**src/rtl/cap_ctrl_pkg.sv**
```systemverilog
package cap_ctrl_pkg;
  typedef enum logic [1:0] {
    PS_OPER = 2'b00,
    PS_SAVE = 2'b01,
    PS_DOWN = 2'b10
  } pstate_t;

  localparam int SRC_BCLK = 0;
  localparam int SRC_FS   = 1;
  localparam int NSRC     = 2;
endpackage

```
**src/rtl/cap_sync.sv**
```systemverilog
module cap_sync #(
  parameter int WIDTH  = 1,
  parameter int STAGES = 2
) (
  input  logic             clk,
  input  logic             rst_n,
  input  logic [WIDTH-1:0] d_async,
  output logic [WIDTH-1:0] q_sync
);
  logic [WIDTH-1:0] pipe [STAGES];

  always_ff @(posedge clk or negedge rst_n) begin
    if (!rst_n) begin
      for (int i = 0; i < STAGES; i++) pipe[i] <= '0;
    end else begin
      pipe[0] <= d_async;
      for (int i = 1; i < STAGES; i++) pipe[i] <= pipe[i-1];
    end
  end

  assign q_sync = pipe[STAGES-1];
endmodule

```
**src/rtl/cap_act_mon.sv**
```systemverilog
module cap_act_mon #(
  parameter int TIMEOUT_CYC = 8000
) (
  input  logic clk,
  input  logic rst_n,
  input  logic sig,
  output logic active,
  output logic rise
);
  localparam int CW = $clog2(TIMEOUT_CYC + 1);
  localparam logic [CW-1:0] LIMIT = CW'(TIMEOUT_CYC);

  logic          sig_q;
  logic          edge_seen;
  logic [CW-1:0] gap_cnt, gap_nxt;
  logic          cnt_en;

  assign edge_seen = sig ^ sig_q;
  assign cnt_en    = edge_seen || (gap_cnt != LIMIT);

  always_comb begin
    gap_nxt = gap_cnt;
    if (edge_seen)            gap_nxt = '0;
    else if (gap_cnt != LIMIT) gap_nxt = gap_cnt + 1'b1;
  end

  always_ff @(posedge clk or negedge rst_n) begin
    if (!rst_n) begin
      sig_q   <= 1'b0;
      gap_cnt <= LIMIT;
    end else begin
      sig_q <= sig;
      if (cnt_en) gap_cnt <= gap_nxt;
    end
  end

  assign active = (gap_cnt < LIMIT);
  assign rise   = edge_seen & sig;

  assert_cnt_bound_R6: assert property (@(posedge clk) disable iff (!rst_n)
    gap_cnt <= LIMIT);
  assert_edge_active_R6: assert property (@(posedge clk) disable iff (!rst_n)
    edge_seen |=> active);
endmodule

```
**src/rtl/cap_fsm.sv**
```systemverilog
module cap_fsm
  import cap_ctrl_pkg::*;
(
  input  logic            clk,
  input  logic            rst_n,
  input  logic            pd_n,
  input  logic [NSRC-1:0] act,
  input  logic [NSRC-1:0] rise,
  output pstate_t         state
);
  pstate_t state_nxt;
  logic    armed, armed_nxt;
  logic    both_act;

  assign both_act = &act;

  always_comb begin
    state_nxt = state;
    armed_nxt = armed;
    if (!pd_n) begin
      state_nxt = PS_DOWN;
      armed_nxt = 1'b0;
    end else begin
      unique case (state)
        PS_DOWN: begin
          state_nxt = PS_SAVE;
          armed_nxt = 1'b0;
        end
        PS_OPER: begin
          if (!both_act) state_nxt = PS_SAVE;
          armed_nxt = 1'b0;
        end
        PS_SAVE: begin
          if (!both_act) begin
            armed_nxt = 1'b0;
          end else if (rise[SRC_FS]) begin
            if (armed) begin
              state_nxt = PS_OPER;
              armed_nxt = 1'b0;
            end else begin
              armed_nxt = 1'b1;
            end
          end
        end
        default: begin
          state_nxt = PS_DOWN;
          armed_nxt = 1'b0;
        end
      endcase
    end
  end

  always_ff @(posedge clk or negedge rst_n) begin
    if (!rst_n) begin
      state <= PS_DOWN;
      armed <= 1'b0;
    end else begin
      state <= state_nxt;
      armed <= armed_nxt;
    end
  end

  assert_pd_wins_R3: assert property (@(posedge clk) disable iff (!rst_n)
    !pd_n |=> state == PS_DOWN);
  assert_down_exit_R10: assert property (@(posedge clk) disable iff (!rst_n)
    state == PS_DOWN |=> state != PS_OPER);
  assert_bclk_stop_R4: assert property (@(posedge clk) disable iff (!rst_n)
    (state == PS_OPER && pd_n && !act[SRC_BCLK]) |=> state == PS_SAVE);
  assert_fs_stop_R5: assert property (@(posedge clk) disable iff (!rst_n)
    (state == PS_OPER && pd_n && !act[SRC_FS]) |=> state == PS_SAVE);
  assert_no_early_resume_R7: assert property (@(posedge clk) disable iff (!rst_n)
    (state == PS_SAVE && !both_act) |=> state != PS_OPER);
  assert_bclk_rise_live_R6: assert property (@(posedge clk) disable iff (!rst_n)
    rise[SRC_BCLK] |=> act[SRC_BCLK]);
endmodule

```
**src/rtl/cap_ctrl.sv**
```systemverilog
module cap_ctrl
  import cap_ctrl_pkg::*;
#(
  parameter int TIMEOUT_CYC = 8000,
  parameter int SYNC_STAGES = 2
) (
  input  logic       clk,
  input  logic       rst_n,
  input  logic       pd_pin_n,
  input  logic       bclk_in,
  input  logic       fsync_in,
  output logic [1:0] pwr_state,
  output logic       tx_en,
  output logic       rx_en,
  output logic       pcm_hiz,
  output logic       cfg_clr
);
  logic [NSRC:0]   raw_in, synced;
  logic [NSRC-1:0] act, rise;
  pstate_t         state;

  assign raw_in = {pd_pin_n, fsync_in, bclk_in};

  cap_sync #(.WIDTH(NSRC + 1), .STAGES(SYNC_STAGES)) u_sync (
    .clk     (clk),
    .rst_n   (rst_n),
    .d_async (raw_in),
    .q_sync  (synced)
  );

  for (genvar g = 0; g < NSRC; g++) begin : g_mon
    cap_act_mon #(.TIMEOUT_CYC(TIMEOUT_CYC)) u_mon (
      .clk    (clk),
      .rst_n  (rst_n),
      .sig    (synced[g]),
      .active (act[g]),
      .rise   (rise[g])
    );
  end

  cap_fsm u_fsm (
    .clk   (clk),
    .rst_n (rst_n),
    .pd_n  (synced[NSRC]),
    .act   (act),
    .rise  (rise),
    .state (state)
  );

  assign pwr_state = state;
  assign tx_en     = (state == PS_OPER);
  assign rx_en     = (state == PS_OPER);
  assign pcm_hiz   = (state != PS_OPER);
  assign cfg_clr   = (state == PS_DOWN);

  assert_hiz_off_R8: assert property (@(posedge clk) disable iff (!rst_n)
    pcm_hiz |-> !tx_en && !rx_en);
  assert_clr_only_down_R9: assert property (@(posedge clk) disable iff (!rst_n)
    cfg_clr |-> pcm_hiz);
endmodule

```
**config.mk**
```make
export PLATFORM = sky130hd
export DESIGN_NAME = cap_ctrl
export DESIGN_NICKNAME = d
export VERILOG_FILES = /design/src/rtl/cap_ctrl_pkg.sv /design/src/rtl/cap_sync.sv /design/src/rtl/cap_act_mon.sv /design/src/rtl/cap_fsm.sv /design/src/rtl/cap_ctrl.sv
export SDC_FILE = /design/constraint.sdc
export NUM_CORES = 1
export LEC_CHECK = 0
export BUFFER_PORTS_ARGS = -buffer_cell sky130_fd_sc_hd__buf_2
export CAP_MARGIN = 20
export CORE_ASPECT_RATIO = 0.75
export CORE_MARGIN = 8
export CORE_UTILIZATION = 55
export CTS_CLUSTER_DIAMETER = 30
export CTS_CLUSTER_SIZE = 12
export DETAILED_ROUTE_END_ITERATION = 10
export GPL_TIMING_DRIVEN = 0
export PLACE_DENSITY = 0.79
export SLEW_MARGIN = 0
export SYNTH_ARGS = -nofsm -noshare
export SYNTH_HDL_FRONTEND = slang
export SYNTH_SLANG_ARGS = --single-unit
```
**constraint.sdc**
```tcl
create_clock -name clk -period 1.9 [get_ports clk]
set_clock_uncertainty 0.2 [all_clocks]
set_input_delay 0.19 -clock clk [delete_from_list [all_inputs] [get_ports clk]]
set_output_delay 0.19 -clock clk [all_outputs]
set_load 0.05 [all_outputs]
```
# Word level (Yosys, flattened, before mapping)
# Index checks and enable logic that the tools add are counted.
[totals]
word_cells = 49
n_memories = 0
mem_bits_rw = 0
reg_bits = 37
romBits = 0
latch_bits = 0
output_inout_bits = 6
inputBits = 5
[op_classes]
n_eq_ne = 9
muxes = 15
n_addsub = 2
bitwise = 3
shifts = 0
div = 0
mul = 0
order_cmp = 2
reduce_logical = 10
[ops]
columns = ["op", "count"]
rows = [
  ["2-to-1 mux 13 bit", 4],
  ["adder 13 x 1 -> 13 bit (second input constant)", 2],
  ["< comparator 13 bit (second input constant)", 2],
  ["!= test 13 bit (second input constant)", 2],
  ["2-to-1 mux 2 bit", 5],
  ["!= test 3 x 2 -> 1 bit (second input constant)", 2],
  ["!= test 3 bit (second input constant)", 2],
  ["case mux 2 bit (3 select lines)", 1],
  ["AND reduction 2 bit", 3],
  ["nonzero test 2 bit", 3],
  ["2-to-1 mux 1 bit", 5],
  ["!= test 4 bit (second input constant)", 1],
  ["AND reduction 4 bit", 1],
  ["== test 2 x 1 -> 1 bit (second input constant)", 1],
  ["== test 2 bit (second input constant)", 1],
  ["zero test 2 bit", 1],
  ["logical OR 1 bit", 2],
  ["bitwise XOR 1 bit", 2],
  ["bitwise AND 1 bit", 1],
]

# Logic depth before layout (Yosys ltp)
# Gate-level depths: netlist of the first run.
[depth]
depth_word = 6
mapped_depth = 5
ltp_nobuf = 5

# Modules after synthesis
# A second synthesis of the first run with hierarchy kept.
[hier_totals]
cells_unflattened = 188
hier_area_um2 = 1926.8
[modules_own_cells]
columns = ["mod", "area_each_um2", "seq_area_each_um2", "n_inst", "cells_each"]
rows = [
  ["cap_act_mon", 794.5, 357.8, 2, 82],
  ["cap_sync", 172.7, 150.1, 1, 9],
  ["cap_fsm", 138.9, 76.3, 1, 11],
  ["cap_ctrl", 26.3, 0.0, 1, 4],
]

# Worst setup path before layout of the first run
# No wires, ideal clock.
[synth_path]
path_type = "reg2out"
from = "register u_fsm.state[0]"
to = "output port pcm_hiz"
slack_ns = -0.336
path_buffers = 0
stages_incl_launch_ff = 3
t_arrival_ns = 1.846
required_ns = 1.510
path_cell_list = "dfrtp_1 > nor2_1 > inv_1"
[synth_between]
elab_chain_cells = 1
[synth_rtl]
columns = ["item", "line", "source"]
rows = [
  ["start: declaration", "cap_fsm.sv:9", "output pstate_t state"],
  ["start signal: assignment", "cap_fsm.sv:58", "state <= state_nxt;"],
  ["nonzero test 2 bit", "cap_ctrl.sv:53", "assign pcm_hiz = (state != PS_OPER);"],
  ["end: declaration", "cap_ctrl.sv:15", "output logic pcm_hiz,"],
]
# No other way between the ends.

# Worst setup path in the final report of the first run
[layout_path]
from = "register g_mon[1].u_mon.gap_cnt[0]"
to = "register g_mon[1].u_mon.gap_cnt[1]"
[layout_between]
elab_chain_cells = 3
[layout_rtl]
columns = ["item", "line", "source"]
rows = [
  ["start: declaration", "cap_act_mon.sv:15", "logic [CW-1:0] gap_cnt, gap_nxt;"],
  ["start signal: assignment", "cap_act_mon.sv:33", "if (cnt_en) gap_cnt <= gap_nxt;"],
  ["adder 13 x 1 -> 13 bit / != test 13 bit (equally long branches)", "cap_act_mon.sv:24, cap_act_mon.sv:19", ""],
  ["2-to-1 mux 13 bit, or another cell as far along", "cap_act_mon.sv:24", "else if (gap_cnt != LIMIT) gap_nxt = gap_cnt + 1'b1;"],
  ["2-to-1 mux 13 bit / AND reduction 2 bit (equally long branches)", "-", ""],
]
# Parallel ways exist; a longest one is shown, timed or not. The select of a mux whose other input is x is not followed.
# A chain may end at the register's enable or synchronous reset.

==> metrics, run 1 <==
Max stage delay on crit path=roughly 470 ps; buffers plus inverters on the worst setup path=1; CP required=1900 ps; ANT cells=0; DP Worst Slack=-53.66 ps; # port buffers=10; via count=around 1500; Avg Inst Size Synth=~11 um^2; Worst path depth=5; Die W=about 83 um; Seq/Total Area, Yosys=51.47%; Overall Global Routing Usage=14.73%; synth unique cells=35; Reg power frac=between 50% and 60%; gpl congestion=0.8268; Worst Setup Slack, final=15.22 ps; first-pass detailed-route iteration total=4; status=completed; worst reg-to-reg path cell count=5; total power=about 0.0017 W; total gr overflow=0; CP cell instances=inv_2 > ha_1 > or4b_4 > nor3_4 > mux2i_1; Psw=~0.00047 W; Top-Level Pins=11; Finished Core Util=65.82%; H-Tree Depth=2; CP Class=flip-flop to flip-flop; commonest non-fill, non-tap cell in the layout=dfrtp_1; Final HPWL DP=approximately 2600 um; Hold Path Depth=0; worst vdd ir=between 0.0005 and 0.0006 V; power share of the clock group=around 33%; Nets=210; # rows=18; first-pass GRT wire length=just over 6000 um; crit share post-route=99.20%; Post-Syn Instances=around 170; Antenna Nets Post-Route=0; CTS clk-pin slew, worst paths=approximately 70 ps; Pwr Density=slightly below 800 nW/um^2; Hold Fails Final Rpt=0; Post-Syn Nets=about 180; Area growth, synth to finish=16.61%; commonest non-fill, non-tap cells in the layout=dfrtp_1 (21), nand2_1 (16), a21oi_1 (14); # fillers=between 200 and 300; CTS Buf Count=5; final wirelength=about 3600 um; Fmax=about 530 MHz; CTS Sinks=37; worst-margin pin slew=approximately 780 ps; Worst Hold Class=flip-flop to flip-flop; TritonCTS clock tree=done; max-slew violations=0; DR DRC count=0; CP max-delay cell=or4b_4; critical path startpoint category=flip-flop; Die Y=around 66 um; Max-slew headroom=48.11%; routed len/inst=about 15 um; layout cell share with drive strength beyond 1=between 20 and 30%; Worst path top cell family by delay=simple AND/OR/NAND/NOR gates; Worst Hold Slack=about 150 ps; largest net degree at the start of global routing=38; leakage power=roughly 0.85 nW; min cycle time layout=~1900 ps; Ys Warns=0; Sw Share=27.64%; Die ar.=about 5400 um^2; Max FO, Critical Path=4; antenna violations before repair=0; CTS Root Cell=clkbuf_8; Max-Cap Viols=0; design internal power=0.001229 W; RSZ-0062 raised after global routing=true; clock latency at the later pin of the worst-skew pair=a little under 300 ps; initial core utilization=56.44%; CP endpoint kind=flip-flop; Gate power share=roughly 16%; final count of negative-setup-slack endpoints=0; Final Cell Area=about 2100 um^2; via/cell ratio=~6.0; drt first-iter violations=around 120; flops & latches, synth=37; mapped cell area=about 1800 um^2; CP Data Arrival Time=between 1500 and 2000 ps; number of global-route vias before repair=roughly 1400; Placement Cell Area=a little under 2000 um^2; core area=3243 um^2; Max clock buf depth=2
## Yosys cell counts
master | count | area share (%)
dfstp_2 | 13 | 19
a21boi_0 | 1 | 0.41
o31ai_1 | 7 | 2.9
clkbuf_1 | 1 | 0.20
a21oi_1 | 14 | 3.8
nor3_1 | 1 | 0.27
inv_1 | 11 | 2.3
nor2_1 | 6 | 1.2
dfrtp_1 | 24 | 33
nand2b_1 | 1 | 0.34
or3_1 | 8 | 2.7
xnor2_1 | 2 | 0.96
o21bai_1 | 1 | 0.41
mux2i_1 | 5 | 2.7
o311a_1 | 1 | 0.55
nor4_1 | 2 | 0.68
nor2b_1 | 1 | 0.34
nand3b_1 | 2 | 0.82
or4_1 | 7 | 2.9
o21a_1 | 1 | 0.41
o31a_1 | 1 | 0.48
or4bb_1 | 2 | 1.2
o21ai_0 | 9 | 2.5
o22ai_1 | 1 | 0.34
nor3_4 | 2 | 1.8
buf_4 | 1 | 0.41
o21ai_1 | 1 | 0.27
nand2_1 | 16 | 3.3
buf_2 | 1 | 0.27
nand3_1 | 11 | 3.0
ha_1 | 5 | 3.4
nand4_2 | 4 | 2.7
xor2_1 | 5 | 2.4
or4b_4 | 2 | 1.5
nand4_1 | 3 | 1.0
## flip-flops by register name, indices dropped and copies added, names as in the netlist
register             count
u_sync.q_sync            3
g_mon.u_mon.gap_cnt     26
u_sync.pipe              3
u_fsm.state              2
u_fsm.armed              1
g_mon.u_mon.sig_q        2
## layer usage
metal	part of all wire, %	global-route usage (%)	routed length, um
met5	0	0	0
met2	48	24.00	1756
met3	6.0	3.804	218
met4	1.6	6.438	58
met1	44	17.95	1599
## cell type report
| cell class | instances | area [um^2] | area share [%] |
|---|---|---|---|
| sequential | 37 | 945.9 | 44.31 |
| multi-input combinational | 122 | 855.8 | 40.09 |
| timing repair buffer | 20 | 135.1 | 6.331 |
| clock buffer | 8 | 90.09 | 4.220 |
| tap | 40 | 50.05 | 2.345 |
| inverter | 11 | 41.29 | 1.934 |
| buffer | 3 | 16.27 | 0.7620 |
## logic make-up (layout without fill, tap and decap cells)
group,after synthesis,after routing,share of synthesized area (%)
AO/OA/AOI/OAI,37,37,12.03
AND/OR/NAND/NOR,68,68,23.86
multiplexers,5,5,2.734
buffers and inverters,14,42,3.144
flip-flops,37,37,51.47
adder cells (fa/ha/maj),5,5,3.418
XOR/XNOR,7,7,3.349
## metrics by stage
step | setup TNS [ps] | std cells
floorplan | 0 | 173
global placement | 0 | 223
detailed placement | -158.4 | 223
CTS | 0 | 236
global route | -283.1 | 241
finish | 0 | 241
## final timing paths
kind | end | startpoint | slack [ps]
setup / recovery | g_mon[1].u_mon.gap_cnt[1]$_DFFE_PN0P_ | g_mon[1].u_mon.gap_cnt[0]$_DFFE_PN0P_ | 20
hold / removal | u_sync.q_sync[0]$_DFF_PN0_ | u_sync.pipe[3]$_DFF_PN0_ | 150
setup reg to reg | g_mon[1].u_mon.gap_cnt[1]$_DFFE_PN0P_ | g_mon[1].u_mon.gap_cnt[0]$_DFFE_PN0P_ | 20
hold reg to reg | u_sync.q_sync[0]$_DFF_PN0_ | u_sync.pipe[3]$_DFF_PN0_ | 150
max in group asynchronous | g_mon[0].u_mon.gap_cnt[1]$_DFFE_PN0P_ | rst_n | 640
min in group asynchronous | u_sync.pipe[4]$_DFF_PN0_ | rst_n | 320
## power by group through the flow
| stage | Combinational, W | Clock (W) | Sequential [W] |
|---|---|---|---|
| 2_1_floorplan | 0.000147 | 0 | 0.000889 |
| 3_3_place_gp | 0.000209 | 0 | 0.000881 |
| 3_5_place_dp | 0.000220 | 0 | 0.000888 |
| 4_1_cts | 0.000232 | 0.000568 | 0.000874 |
| 5_1_grt | 0.000294 | 0.000599 | 0.000880 |
| 6_report | 0.000266 | 0.000560 | 0.000873 |
## timing repair
| action | in CTS | in global routing |
|---|---|---|
| resized for setup | 1 | 9 |
| hold buffers | 4 | 0 |
| pin swaps | 2 | 3 |
| endpoints found under the hold margin | 27 | 0 |
| setup buffers | 1 | 5 |
| endpoints found under the setup margin | 5 | 8 |
No activity file was read; power rests on OpenSTA's default activity.
==> run 2, diff against run 1 <==
--- a/config.mk
+++ b/config.mk
@@ -5,7 +5,7 @@
 export SDC_FILE = /design/constraint.sdc
 export NUM_CORES = 1
 export LEC_CHECK = 0
-export BUFFER_PORTS_ARGS = -buffer_cell sky130_fd_sc_hd__buf_2
+export BUFFER_PORTS_ARGS = -buffer_cell sky130_fd_sc_hd__clkbuf_2
 export CAP_MARGIN = 20
 export CORE_ASPECT_RATIO = 0.75
 export CORE_MARGIN = 8
==> metrics, run 2 (synthesis gave the netlist of run 1 again) <==
commonest non-fill, non-tap cell in the layout=dfrtp_1 (unchanged); Nets=209 (was 210); max reg flops=26 (unchanged); number of global-route vias before repair=1319 (was 1395); Reg with most FFs=g_mon.u_mon.gap_cnt (unchanged); ANT cells=0 (unchanged); H-Tree Depth=2 (unchanged); Final HPWL DP=2570 um (was 2567 um); crit share post-route=99.24% (was 99.20%); routed len/inst=15.48 um (was 15.07 um); final count of negative-setup-slack endpoints=0 (unchanged); DR DRC count=0 (unchanged); via count=1431 (was 1450); CTS Buf Count=5 (unchanged); worst vdd ir=0.0004493 V (was 0.0005338 V); antenna violations before repair=0 (unchanged); clock latency at the later pin of the worst-skew pair=270 ps (was 290 ps); Overall Global Routing Usage=14.40% (was 14.73%); RSZ-0062 raised after global routing=true (unchanged); first-pass GRT wire length=6134 um (was 6189 um); crit path from=g_mon[1].u_mon.gap_cnt[0]$_DFFE_PN0P_ (unchanged); Die ar.=5449 um^2 (unchanged); leakage power=0.8375 nW (was 0.8493 nW); first-pass detailed-route iteration total=4 (unchanged); critical path startpoint category=flip-flop (unchanged); Worst Setup Slack, final=14.41 ps (was 15.22 ps); largest net degree at the start of global routing=38 (unchanged); commonest non-fill, non-tap cells in the layout=dfrtp_1 (21), nand2_1 (16), a21oi_1 (14) (unchanged); # rows=18 (unchanged); CP endpoint kind=flip-flop (unchanged); Max-Cap Viols=0 (unchanged); initial core utilization=56.44% (unchanged); layout cell share with drive strength beyond 1=27.00% (was 27.36%); Max FO, Critical Path=6 (was 4); Final Cell Area=2132 um^2 (was 2135 um^2); core area=3243 um^2 (unchanged); via/cell ratio=5.963 (was 6.017); CP required=1900 ps (about the same); # port buffers=10 (unchanged); status=completed (unchanged); worst-margin pin slew=897.7 ps (was 778.4 ps); Top-Level Pins=11 (unchanged); Pwr Density=777.5 nW/um^2 (was 796.0 nW/um^2); CP Class=flip-flop to flip-flop (unchanged); DP Worst Slack=-36.62 ps (was -53.66 ps); TritonCTS clock tree=done (unchanged); hold path startpoint=u_sync.pipe[3]$_DFF_PN0_ (unchanged); gpl congestion=0.8438 (was 0.8268); Hold Fails Final Rpt=0 (unchanged); Die W=82.62 um (unchanged); # fillers=245 (was 264); Placement Cell Area=1938 um^2 (unchanged); Area growth, synth to finish=16.47% (was 16.61%); CTS Root Cell=clkbuf_8 (unchanged); Fmax=530.3 MHz (was 530.6 MHz); Antenna Nets Post-Route=0 (unchanged); CTS Sinks=37 (unchanged); min cycle time layout=1886 ps (was 1885 ps); Worst Hold Class=flip-flop to flip-flop (unchanged); final wirelength=3714 um (was 3632 um); Max clock buf depth=2 (unchanged); Die Y=65.96 um (unchanged); total gr overflow=0 (unchanged); drt first-iter violations=108 (was 122); max-slew violations=0 (unchanged); CTS clk-pin slew, worst paths=70 ps (about the same); CP Data Arrival Time=1880 ps (was 1890 ps); Reg2Reg Launch Point=g_mon[1].u_mon.gap_cnt[0]$_DFFE_PN0P_ (unchanged); Max-slew headroom=40.15% (was 48.11%)
==> run 2: through the flow <==
step	hold slack, ps	TNS, ps	total power, W	util [%]	std cells
3_3_place_gp	99.13	0	0.001090	59.76	223
5_1_grt	153.2	-135.8	0.001736	65.74	240
4_1_cts	152.4	0	0.001627	63.50	235
3_5_place_dp	99.69	-87.91	0.001105	59.76	223
2_1_floorplan	-305.6	0	0.001036	-	173
6_report	149.2	0	0.001658	65.74	240
==> run 2: cell type report <==
cell class	count	area, um^2	area share, %
Clock buffer	8	80.08	3.756
Multi-Input combinational cell	122	870.8	40.85
Timing Repair Buffer	19	127.6	5.986
Inverter	11	41.29	1.937
Buffer	3	16.27	0.7629
Tap cell	40	50.05	2.347
Sequential cell	37	945.9	44.37
==> run 2: worst max-delay path: stages, from the launching register on <==
cell,delay [ps]
dfrtp_2,450
inv_2,100
ha_4,110
or4b_4,460
nor3_4,250
mux2i_1,230
==> run 2: per-layer routing <==
metal | vias up | routed length [um] | track usage [%]
met1 | 711 | 1763 | 19.37
li1 | 688 | - | -
met3 | 2 | 193 | 3.804
met2 | 30 | 1738 | 22.34
met5 | - | 0 | 0
met4 | 0 | 19 | 3.863
==> run 2: final timing paths <==
| kind | end | slack, ps | depth (start not counted) |
|---|---|---|---|
| max in group asynchronous | g_mon[0].u_mon.gap_cnt[1]$_DFFE_PN0P_ | 500 | 2 |
| worst max register to register | g_mon[1].u_mon.gap_cnt[0]$_DFFE_PN0P_ | 10 | 5 |
| worst min register to register | u_sync.q_sync[0]$_DFF_PN0_ | 150 | 0 |
| worst max-delay path | g_mon[1].u_mon.gap_cnt[0]$_DFFE_PN0P_ | 10 | 5 |
| worst min-delay path | u_sync.q_sync[0]$_DFF_PN0_ | 150 | 0 |
| min in group asynchronous | g_mon[1].u_mon.gap_cnt[0]$_DFFE_PN0P_ | 360 | 2 |
==> run 2: timing repair <==
action | in CTS | in global routing
hold buffers | 4 | 0
setup endpoints to repair | 4 | 7
setup buffers | 0 | 5
pin swaps | 2 | 3
hold endpoints to repair | 27 | 0
gates resized for setup | 1 | 11
==> run 2: power breakdown <==
| part | internal (W) | leakage [nW] | switching, W |
|---|---|---|---|
| registers | 0.000826 | 0.440 | 0.0000450 |
| clock network | 0.000261 | 0.0395 | 0.000255 |
| logic | 0.000107 | 0.358 | 0.000165 |
| total | 0.00119 | 0.838 | 0.000464 |
